## src/rtl/pbs_pkg.sv

```systemverilog
package pbs_pkg;

  // configuration captured during reset
  typedef struct packed {
    logic twf;
    logic fixedBurst;
    logic waitOff;
    logic waitDelay;
    logic rdPipeOff;
    logic wrPipeOff;
    logic seqDack;
  } pbs_cfg_t;

  // strobes from control to datapath
  typedef struct packed {
    logic rdBeat;
    logic wrBeat;
  } pbs_strb_t;

endpackage

```

## src/rtl/pbs_dpath.sv

```systemverilog
module pbs_dpath
  import pbs_pkg::*;
#(
  parameter int DW = 32,
  parameter int MW = 4
) (
  input  logic          clk,
  input  pbs_strb_t     strb,
  input  logic [MW-1:0] rdIdx,
  input  logic [MW-1:0] wrIdx,
  input  logic [DW-1:0] wrData,
  output logic [DW-1:0] rdData
);
  localparam int DEPTH = 1 << MW;

  logic [DW-1:0] store [DEPTH];

  always_ff @(posedge clk) begin
    if (strb.wrBeat) store[wrIdx] <= wrData;
  end

  assign rdData = strb.rdBeat ? store[rdIdx] : '0;
endmodule

```

## src/rtl/pbs_ctrl.sv

```systemverilog
module pbs_ctrl
  import pbs_pkg::*;
#(
  parameter int          AW       = 8,
  parameter int          MW       = 4,
  parameter int          LW       = 2,
  parameter int          DLYW     = 3,
  parameter int unsigned BASE_TAG = 10
) (
  input  logic            clk,
  input  logic            rstN,
  input  pbs_cfg_t        cfgIn,
  input  logic            reqValid,
  input  logic            reqSecValid,
  input  logic            reqRnW,
  input  logic [AW-1:0]   reqAddr,
  input  logic [LW-1:0]   reqLen,
  input  logic [DLYW-1:0] reqWaitDly,
  input  logic            rdPrim,
  input  logic            wrPrim,
  output logic            addrAck,
  output logic            waitOut,
  output logic            rdDack,
  output logic            wrDack,
  output logic            rdBterm,
  output logic            wrBterm,
  output pbs_strb_t       strb,
  output logic [MW-1:0]   rdIdx,
  output logic [MW-1:0]   wrIdx,
  output pbs_cfg_t        cfgQ
);
  localparam int TW = AW - MW;  // tag bits
  localparam int NW = MW - LW;  // line index bits

  typedef struct packed {
    logic          busy;
    logic [NW-1:0] line;
    logic [LW-1:0] start;
    logic [LW-1:0] beat;
    logic [LW-1:0] last;
  } slot_t;

  typedef struct packed {
    logic          full;
    logic          prom;
    logic [NW-1:0] line;
    logic [LW-1:0] start;
    logic [LW-1:0] last;
  } qent_t;

  // index 1 = read, index 0 = write
  slot_t prim [2];
  qent_t sec  [2];
  logic [DLYW-1:0] waitCnt;

  logic inRange, secOk, eff, dlyDone, room;
  logic [1:0] dack, primStb;
  logic [NW-1:0] reqLine;
  logic [LW-1:0] reqStart, rdWord, wrWord;

  assign reqLine  = reqAddr[MW-1:LW];
  assign reqStart = reqAddr[LW-1:0];
  assign inRange  = (reqAddr[AW-1:MW] == TW'(BASE_TAG));
  assign secOk    = reqSecValid && !reqValid &&
                    (reqRnW ? !cfgQ.rdPipeOff : !cfgQ.wrPipeOff);
  assign eff      = reqValid || secOk;
  assign dlyDone  = !cfgQ.waitDelay || cfgQ.waitOff || (waitCnt >= reqWaitDly);
  assign room     = reqValid ? (!prim[reqRnW].busy && !sec[reqRnW].full)
                             : !sec[reqRnW].full;
  assign addrAck  = eff && inRange && dlyDone && room;
  assign waitOut  = !cfgQ.waitOff && eff && inRange &&
                    (cfgQ.waitDelay ? !dlyDone : 1'b1);

  assign rdDack  = prim[1].busy;
  assign wrDack  = prim[0].busy && !(cfgQ.seqDack && prim[1].busy);
  assign rdBterm = rdDack && cfgQ.fixedBurst && (prim[1].beat == prim[1].last);
  assign wrBterm = wrDack && cfgQ.fixedBurst && (prim[0].beat == prim[0].last);
  assign dack    = {rdDack, wrDack};
  assign primStb = {rdPrim, wrPrim};

  assign rdWord = cfgQ.twf ? LW'(prim[1].start + prim[1].beat) : prim[1].beat;
  assign wrWord = cfgQ.twf ? LW'(prim[0].start + prim[0].beat) : prim[0].beat;
  assign rdIdx  = {prim[1].line, rdWord};
  assign wrIdx  = {prim[0].line, wrWord};
  assign strb   = '{rdBeat: rdDack, wrBeat: wrDack};

  always_ff @(posedge clk) begin
    if (!rstN) begin
      cfgQ    <= cfgIn;
      waitCnt <= '0;
      for (int d = 0; d < 2; d++) begin
        prim[d] <= '0;
        sec[d]  <= '0;
      end
    end else begin
      if (eff && inRange && !addrAck) begin
        if (waitCnt != '1) waitCnt <= waitCnt + 1'b1;
      end else begin
        waitCnt <= '0;
      end
      for (int d = 0; d < 2; d++) begin
        if (dack[d]) begin
          if (prim[d].beat == prim[d].last) prim[d].busy <= 1'b0;
          else prim[d].beat <= prim[d].beat + 1'b1;
        end
        if (sec[d].full && sec[d].prom && !prim[d].busy) begin
          prim[d]     <= {1'b1, sec[d].line, sec[d].start, {LW{1'b0}}, sec[d].last};
          sec[d].full <= 1'b0;
        end
        if (primStb[d] && sec[d].full) sec[d].prom <= 1'b1;
        if (addrAck && (int'(reqRnW) == d)) begin
          if (reqValid) prim[d] <= {1'b1, reqLine, reqStart, {LW{1'b0}}, reqLen};
          else          sec[d]  <= {1'b1, 1'b0, reqLine, reqStart, reqLen};
        end
      end
    end
  end
endmodule

```

## src/rtl/pipe_bus_slave.sv

```systemverilog
module pipe_bus_slave
  import pbs_pkg::*;
#(
  parameter int          AW       = 8,
  parameter int          DW       = 32,
  parameter int          MW       = 4,
  parameter int          LW       = 2,
  parameter int          DLYW     = 3,
  parameter int unsigned BASE_TAG = 10
) (
  input  logic            clk,
  input  logic            rstN,
  input  logic            cfgTwf,
  input  logic            cfgFixedBurst,
  input  logic            cfgWaitOff,
  input  logic            cfgWaitDelay,
  input  logic            cfgRdPipeOff,
  input  logic            cfgWrPipeOff,
  input  logic            cfgSeqDack,
  input  logic            reqValid,
  input  logic            reqSecValid,
  input  logic            reqRnW,
  input  logic [AW-1:0]   reqAddr,
  input  logic [LW-1:0]   reqLen,
  input  logic [DLYW-1:0] reqWaitDly,
  input  logic [DW-1:0]   wrData,
  input  logic            rdPrim,
  input  logic            wrPrim,
  output logic            addrAck,
  output logic            waitOut,
  output logic            rdDack,
  output logic            wrDack,
  output logic            rdBterm,
  output logic            wrBterm,
  output logic [DW-1:0]   rdData
);
  pbs_cfg_t  cfgIn, cfgQ;
  pbs_strb_t strb;
  logic [MW-1:0] rdIdx, wrIdx;

  assign cfgIn = '{twf: cfgTwf, fixedBurst: cfgFixedBurst, waitOff: cfgWaitOff,
                   waitDelay: cfgWaitDelay, rdPipeOff: cfgRdPipeOff,
                   wrPipeOff: cfgWrPipeOff, seqDack: cfgSeqDack};

  pbs_ctrl #(.AW(AW), .MW(MW), .LW(LW), .DLYW(DLYW), .BASE_TAG(BASE_TAG)) u_ctl (
    .clk, .rstN, .cfgIn, .reqValid, .reqSecValid, .reqRnW, .reqAddr, .reqLen,
    .reqWaitDly, .rdPrim, .wrPrim, .addrAck, .waitOut, .rdDack, .wrDack,
    .rdBterm, .wrBterm, .strb, .rdIdx, .wrIdx, .cfgQ
  );

  pbs_dpath #(.DW(DW), .MW(MW)) u_dp (
    .clk, .strb, .rdIdx, .wrIdx, .wrData, .rdData
  );
endmodule

```

## config.mk

```make
export PLATFORM = sky130hd
export DESIGN_NAME = pipe_bus_slave
export DESIGN_NICKNAME = d
export VERILOG_FILES = /design/src/rtl/pbs_pkg.sv /design/src/rtl/pbs_dpath.sv /design/src/rtl/pbs_ctrl.sv /design/src/rtl/pipe_bus_slave.sv
export SDC_FILE = /design/constraint.sdc
export NUM_CORES = 1
export LEC_CHECK = 0
export BUFFER_PORTS_ARGS = -buffer_cell sky130_fd_sc_hd__buf_2
export CORE_MARGIN = 1.5
export CORE_UTILIZATION = 55
export CTS_CLUSTER_SIZE = 30
export DETAILED_ROUTE_END_ITERATION = 10
export MAX_ROUTING_LAYER = met4
export PLACE_DENSITY = 0.72
export RECOVER_POWER = 100
export SLEW_MARGIN = 5
export SYNTH_ARGS = -nofsm -noshare
export SYNTH_HDL_FRONTEND = slang
export SYNTH_SLANG_ARGS = --single-unit
```

## constraint.sdc

```tcl
create_clock -name clk -period 4.2 [get_ports clk]
set_input_delay 0.63 -clock clk [delete_from_list [all_inputs] [get_ports clk]]
set_output_delay 0.63 -clock clk [all_outputs]
set_load 0.01 [all_outputs]
```

# Word-level counts from Yosys, hierarchy flattened
# Memory sizes are Yosys's and may differ from the RTL's.
# Cells that the tools add are included.
[classes]
n_div = 0
eq_ne = 4
add_sub_neg = 5
reduce_logical = 40
n_mux = 81
bitwise_logic = 31
order_cmp = 1
n_shift = 0
mul = 0
[op_table]
columns = ["operator", "count"]
rows = [
  ["$mux W1", 62],
  ["$mux W32", 1],
  ["$or A1 B1 Y1", 30],
  ["$logic_and A1 B1 Y1", 24],
  ["$mux W2", 12],
  ["$mux W4", 4],
  ["$logic_not A1 Y1", 12],
  ["$mux W6", 2],
  ["$add A2 B1 Y2 const B", 2],
  ["$add A2 B2 Y2", 2],
  ["$eq A2 B2 Y1", 2],
  ["$eq A4 B4 Y1 const B", 1],
  ["$add A3 B1 Y3 const B", 1],
  ["$ge A3 B3 Y1", 1],
  ["$logic_or A1 B1 Y1", 3],
  ["$ne A3 B3 Y1 const B", 1],
  ["$reduce_and A2 Y1", 1],
  ["$not A1 Y1", 1],
]
[totals]
elab_cells = 173
latch_bits = 0
out_inout_bits = 38
rom_bits = 0
inputBits = 59
reg_bits = 10
ramBits = 546
memories = 3
[memory_table]
columns = ["name", "depth", "word_bits", "read_ports", "rd_ports_with_merged_regs", "wr", "line", "rtl"]
rows = [
  ["u_dp.store", 16, 32, 1, 0, 1, "pbs_dpath.sv:16", "logic [DW-1:0] store [DEPTH];"],
  ["u_ctl.prim", 2, 9, 3, 0, 2, "pbs_ctrl.sv:52", "slot_t prim [2];"],
  ["u_ctl.sec", 2, 8, 3, 0, 2, "pbs_ctrl.sv:53", "qent_t sec [2];"],
]

# Longest topological paths before layout
# Gate-level depths: netlist of run 1.
[depth]
word_depth = 12
ltp_mapped = 11
mapped_depth_nobuf = 8

# Cells and area by module
# A second synthesis of run 1 with hierarchy kept.
[unflattened]
hier_cells = 1246
hier_area_um2 = 22409.0
[modules_own_cells]
columns = ["mod", "cells_per_inst", "area_per_inst_um2", "seq_area_each_um2", "instances"]
rows = [
  ["pbs_dpath", 1050, 20041.7, 15374.7, 1],
  ["pbs_ctrl", 196, 2367.3, 1271.2, 1],
]

# Least setup slack after synthesis of run 1
# Ideal clock, no wire load.
[synth_path]
path_type = "reg2reg"
startpoint = "mem u_ctl.prim[0][2] (netlist bit)"
endpoint = "mem u_dp.store[8][0] (enable)"
arrival_time_ps = 2537
required_ps = 3779
synth_period_minus_slack_ps = 2958
n_path_buf = 0
path_slack_ps = 1242
path_stages_with_launch = 6
cell_sequence = "edfxtp_1 -> ha_1 -> xor2_1 -> xnor2_1 -> a31oi_1 -> nor2_1"
[synth_lines]
columns = ["item", "line"]
rows = [
  ["from (decl)", "pbs_ctrl.sv:52"],
  ["to (decl)", "pbs_dpath.sv:16"],
]

==> impl_metrics.csv, run 1 <==
group,metric,value,unit
status,status,"finished, violations left",
status,failed_checks,"max-capacitance violations, max-slew violations",
placement,place_inst,1979,
clock_network,htreeDepth,2,
global_route,grt_pass1_wl,77.2,mm
placement,port_buffers,96,
final_layout,nFillCells,2805,
setup_path,cp-end-kind,"register",
routing,ant_nets,0,
timing,finalHoldViolCount,0,
timing,period_needed,4.00,ns
logic_synthesis,netlist.top_cell.by_area,"edfxtp_1",
setup_path,arrival,4.25,ns
floorplanning,rows,73,
routing,drc,0,
floorplanning,fp.dieW,204,um
timing,post-route-period-util,95.1,%
logic_synthesis,syn_area_per_cell,15.9,sq um
timing,finClkSkew,0.00894,ns
logic_synthesis,synth_warnings,0,
logic_synthesis,yosysUniqueCellTypes,55,
logic_synthesis,ys_top_cells_by_count,"551 x edfxtp_1, 214 x nand2_1, 130 x mux2i_1",
clock_network,cts.path.max_buffers,3,
routing,wl_per_cell,24.5,um
logic_synthesis,syn-num-nets,1465,
global_route,grt_remaining_overflow,0,
logic_synthesis,synthFlopType,"edfxtp_1",
logic_synthesis,post-synth-top-count-cell,"edfxtp_1",
floorplanning,start_util,55.8,%
routing,dr.first_iter.drc_count,1132,
clock_network,clk_pin_slew_worst_paths,0.06,ns
timing,setup_viol,0,
floorplanning,dieArea,41600,sq um
routing,drt_wl_total,51.4,mm
clock_network,cts_made_buffers,55,
clock_network,cts.sinks,556,
pwr,p_per_area,470,nW/um^2
global_route,grt_max_degree,63,
setup_path,critical-path-top-delay-family,"simple AND/OR/NAND/NOR gates",
floorplanning,die_y,204,um
worst_hold_path,hold_class,"in -> reg",
placement,dp_hpwl,28.4,mm
global_route,grt_usage,25.8,%
floorplanning,fp.coreArea,39800,sq um
setup_path,critical_path_required,4.46,ns
setup_path,crit_path_top_delay_cell,"nor2_1",
floorplanning,io_pins,97,
clock_network,cts-root-buf,"clkbuf_16",
logic_synthesis,ys_async_sr_fraction,0,%
setup_path,critPathLaunchType,"register",
setup_path,critPathKind,"reg -> reg",
logic_synthesis,synthesis.instances,1399,
logic_synthesis,synth_top_area_share,74.4,%
clock_network,cts_tree,"yes",
global_route,grt_pass1_vias,12700,
logic_synthesis,synth_area,22200,sq um
logic_synthesis,synth_edf_count,551,
setup_path,crit_chain,"ha_1 > xor2_1 > xnor2_1 > a31oi_1 > nor2_1 > clkbuf_2",
setup_path,crit_buf_inv,1,
routing,via_per_inst,6.10,
global_route,antenna_found_initial,2,
routing,vias,12800,
final_layout,synthToLayoutAreaGrowth,14.5,%
timing,slew_viol_final,147,
pwr,total_power,12000,uW
logic_synthesis,synth_area_leaders,"edfxtp_1 74%, mux2i_1 5.9%, nand2_1 3.6%",
run,drv_cap,9,
timing,maxSlewHeadroom,-51.2,%
placement,place_congestion,0.797,
logic_synthesis,ys_ff_latch,556,
timing,tightestPinTransition,2.26,ns
logic_synthesis,ys_seq_area_share,74.9,%
timing,fmax,0.250,GHz
pwr,leakage,0.00894,uW
setup_path,cp_max_fo,16,
final_layout,nets,1586,
clock_network,clock_latency,0.59,ns
routing,first_pass_iters,5,
final_layout,drive_above_1_share,15.3,%
setup_path,critical-path-max-stage-delay,1.61,ns
pwr,vdd_drop_max,0.000316,V
clock_network,hold_buffers,0,
final_layout,final_cells,2094,
-- report_power, final --
| group | switching (uW) | internal (uW) |
|---|---|---|
| sequential | 30.4 | 6210 |
| clock | 2020 | 2960 |
| combinational | 506 | 225 |
-- metal layers --
| metal | vias to the layer above | GRT usage (%) | part of all wire, % | wire (um) |
|---|---|---|---|---|
| met5 | - | - | 0 | 0 |
| met4 | 0 | 6.64 | 2.6 | 1330 |
| met3 | 85 | 4.64 | 6.8 | 3490 |
| met2 | 485 | 41.7 | 49 | 25100 |
| met1 | 6465 | 34.1 | 42 | 21500 |
| li1 | 5747 | - | - | - |
-- worst paths after layout --
kind | from | to | slack [ns] | cells past startpoint
setup / recovery | u_ctl.prim[0][2] | u_dp.store[1][7] | 0.20 | 6
hold / removal | cfgTwf | u_ctl.cfgQ[6] | 0.21 | 1
hold reg to reg | u_ctl.sec[1][7] | u_ctl.sec[1][7] | 0.52 | 2
setup reg to reg | u_ctl.prim[0][2] | u_dp.store[1][7] | 0.20 | 6
-- cell usage in the layout, fill, tap and decap left out, types with 22 or more instances in the layout --
master	count
clkbuf_16	55
buf_2	58
nand3_1	66
nand2_1	214
nor2_1	22
mux2i_1	129
buf_4	23
edfxtp_1	551
a221o_1	31
a32oi_1	32
a211oi_1	44
and3_1	39
clkbuf_1	53
a41o_1	31
-- metrics by stage --
| step | utilization (%) | hold slack (ns) | area, sq um | TNS, ns | setup WS (ns) |
|---|---|---|---|---|---|
| after floorplan | - | 0.472 | 22200 | 0 | 1.24 |
| after global placement | 59.4 | 0.511 | 23700 | 0 | 0.581 |
| after detailed placement | 59.4 | 0.518 | 23700 | 0 | 0.517 |
| after CTS | 64.2 | 0.175 | 25600 | 0 | 0.0549 |
| after global routing | 63.9 | 0.184 | 25500 | -0.00576 | -0.00576 |
| final | 63.9 | 0.207 | 25500 | 0 | 0.205 |
-- flip-flops by register name, summed over array words and instances (netlist names) --
name,cells
u_ctl.waitCnt,3
u_ctl.prim,18
u_ctl.cfgQ,7
u_ctl.sec,16
u_dp.store,512
-- logic make-up (layout without fill, tap and decap cells) --
logic type / count (synthesis) / count (layout) / synth area share [%]
DFF: 556 / 556 / 74.9
adders and majority gates: 7 / 7 / 0.394
xor gates and xnor gates: 10 / 10 / 0.394
and+or+nand+nor: 395 / 396 / 8.14
muxes: 134 / 136 / 6.11
AOI/OAI and AO/OA: 197 / 197 / 8.00
other: 0 / 2 / 0
buffers and inverters: 100 / 265 / 2.09
-- cell type report --
cell class | instances | area, sq um | area share, %
sequential | 556 | 16600 | 65.4
multi-input combinational | 746 | 5270 | 20.7
clock buffer | 65 | 1410 | 5.55
timing repair buffer | 150 | 986 | 3.87
tap | 525 | 657 | 2.58
clock inverter | 39 | 435 | 1.71
inverter | 11 | 41.3 | 0.162
antenna | 2 | 5.00 | 0.0197
-- what timing repair did --
action | in CTS | in global routing
resized for setup | 3 | 0
endpoints found under the hold margin | 0 | 0
gates cloned | 3 | 0
buffers inserted | 1 | 5
setup endpoints to repair | 25 | 15
pin swaps | 1 | 1
(Power assumes the default switching activity.)
==> run 2: changes to the inputs <==
==> constraint.sdc (replaced) <==
create_clock -name clk -period 4.6 [get_ports clk]
set_input_delay 0.69 -clock clk [delete_from_list [all_inputs] [get_ports clk]]
set_output_delay 0.69 -clock clk [all_outputs]
set_load 0.01 [all_outputs]
==> impl_metrics.csv, run 2 (synthesized netlist as in run 1, its figures left out) <==
group,metric,value,unit
timing,tightestPinTransition,2.06,ns
global_route,grt_usage,24.9,%
final_layout,nets,1568,
global_route,antenna_found_initial,0,
final_layout,drive_above_1_share,12.0,%
final_layout,synthToLayoutAreaGrowth,12.0,%
clock_network,clock_latency,0.59,ns
global_route,grt_pass1_vias,12600,
setup_path,arrival,3.80,ns
setup_path,critPathKind,"reg -> out",
routing,vias,12600,
final_layout,mostFrequentLayoutCells,"551 x edfxtp_1, 214 x nand2_1, 129 x mux2i_1",
timing,finClkSkew,0.0222,ns
pwr,leakage,0.00863,uW
setup_path,cp-end-kind,"primary output",
pwr,p_per_area,419,nW/um^2
final_layout,regMostFlops,"u_dp.store",
setup_path,reg2reg_slack,0.50,ns
routing,drc,0,
pwr,p_sw_share,21.5,%
clock_network,cts.sinks,556,
clock_network,cts_made_buffers,54,
clock_network,htreeDepth,2,
routing,ant_nets,0,
status,failed_checks,"max-capacitance violations, max-slew violations",
timing,setup_viol,0,
timing,post-route-period-util,97.7,%
timing,fmax,0.223,GHz
final_layout,largest_reg_flops,512,
placement,dp_hpwl,28.1,mm
timing,finalHoldViolCount,0,
pwr,power.switching,2240,uW
floorplanning,die_y,204,um
pwr,p_clk_share,39.5,%
routing,wl_per_cell,23.9,um
worst_hold_path,hold_end,"u_ctl.cfgQ[3]",
timing,slew_viol_final,227,
setup_path,cp_max_fo,43,
clock_network,clk_pin_slew_worst_paths,0.06,ns
routing,drt_wl_total,49.5,mm
setup_path,r2r-start,"u_ctl.prim[0][2]",
pwr,seqPwrFrac,54.6,%
global_route,grt_max_degree,65,
floorplanning,dieArea,41600,sq um
final_layout,mostFrequentLayoutCell,"edfxtp_1",
timing,tns,0,ns
worst_hold_path,min_path_cells,1,
pwr,power.share.combinational,5.9,%
clock_network,hold_buffers,0,
final_layout,num_antenna_cells,0,
timing,maxSlewHeadroom,-38.0,%
setup_path,r2r_cells,6,
clock_network,cts_tree,"yes",
routing,first_pass_iters,7,
worst_hold_path,hp-start,"cfgWaitDelay",
pwr,internal-power,8190,uW
global_route,grt_pass1_wl,74.7,mm
placement,port_buffers,96,
setup_path,critical_path_required,3.91,ns
floorplanning,start_util,55.8,%
timing,period_needed,4.49,ns
floorplanning,fp.coreArea,39800,sq um
clock_network,cts.path.max_buffers,3,
timing,setup_slack,0.107,ns
final_layout,biggestRegsByFlops,"u_dp.store: 512 flops, u_ctl.prim: 18 flops, u_ctl.sec: 16 flops",
pwr,total_power,10400,uW
placement,postPlaceCellArea,23500,sq um
placement,place_congestion,0.807,
clock_network,cts-root-buf,"clkbuf_16",
worst_hold_path,hold_class,"in -> reg",
routing,via_per_inst,6.08,
clock_network,postCtsSetupBuffers,0,
floorplanning,fp.dieW,204,um
final_layout,fin_area,24900,sq um
setup_path,reg2reg_to,"u_dp.store[12][17]",
timing,rsz0062_at_grt,"no",
floorplanning,io_pins,97,
setup_path,critPathLaunchType,"register",
run,drv_cap,11,
pwr,vdd_drop_max,0.000276,V
floorplanning,rows,73,
clock_network,cts_resized,0,
routing,dr.first_iter.drc_count,879,
status,status,"finished, violations left",
placement,place_ws,0.786,ns
global_route,grt_remaining_overflow,0,
## run 2: changes by cell type in the layout (fill, tap and decap cells not counted), sizes merged
cell      before  now
bufinv         9    3
nand2        216  215
clkinv        25   32
mux2           5    3
clkbuf       118  145
inv           14   11
buf           97   56
clkinvlp       2    0
diode          2    0
## run 2: worst max path at each step
stage	startpoint	endpoint	cells past startpoint
finish	u_ctl.prim[1][2]	rdData[19]	10
CTS	u_ctl.prim[1][2]	rdData[17]	8
global route	u_ctl.prim[1][2]	rdData[4]	10
floorplan	u_ctl.prim[0][2]	u_dp.store[8][0]	5
detailed placement	u_ctl.prim[1][2]	rdData[19]	8
global placement	u_ctl.prim[1][2]	rdData[4]	8
## run 2: cell type report
class                           instances  area, sq um
Sequential cell                       556        16600
Fill cell                            2943        14900
Multi-Input combinational cell        743         5180
Clock buffer                           65         1410
Timing Repair Buffer                  136          719
Tap cell                              525          657
Clock inverter                         35          238
Inverter                               11         41.3
## run 2: metrics by stage
step | util, % | hold WS [ns] | std cells
global route | 62.5 | 0.264 | 2071
CTS | 63.1 | 0.259 | 2071
detailed placement | 59.0 | 0.532 | 1971
finish | 62.5 | 0.289 | 2071
global placement | 59.0 | 0.510 | 1971
floorplan | - | 0.472 | 1399
## run 2: worst max-delay path, cell delays in order (launching register included)
cell and delay, ns:
edfxtp_1 0.52, ha_1 0.27, xor2_1 0.24, a21o_1 0.27, clkbuf_4 0.48, a21oi_2 0.14, buf_12 0.22, a221o_1 0.35
a211oi_1 0.37, a41o_1 0.17, clkbuf_1 0.16
## run 2: power groups by stage
stage	registers [uW]	clock network (uW)	logic (uW)
final	5700	4120	615
after detailed placement	5800	0	638
after global placement	5800	0	622
after global routing	5710	4350	668
after floorplan	5790	0	385
after CTS	5700	4180	640
## run 2: layer usage
layer  vias up  part of all wire [%]  global-route usage [%]
met5         -                     0                       -
met4         0                   2.5                    8.17
met3        88                   6.4                    3.59
met2       483                    49                    39.8
met1      6327                    42                    33.2
li1       5685                     -                       -
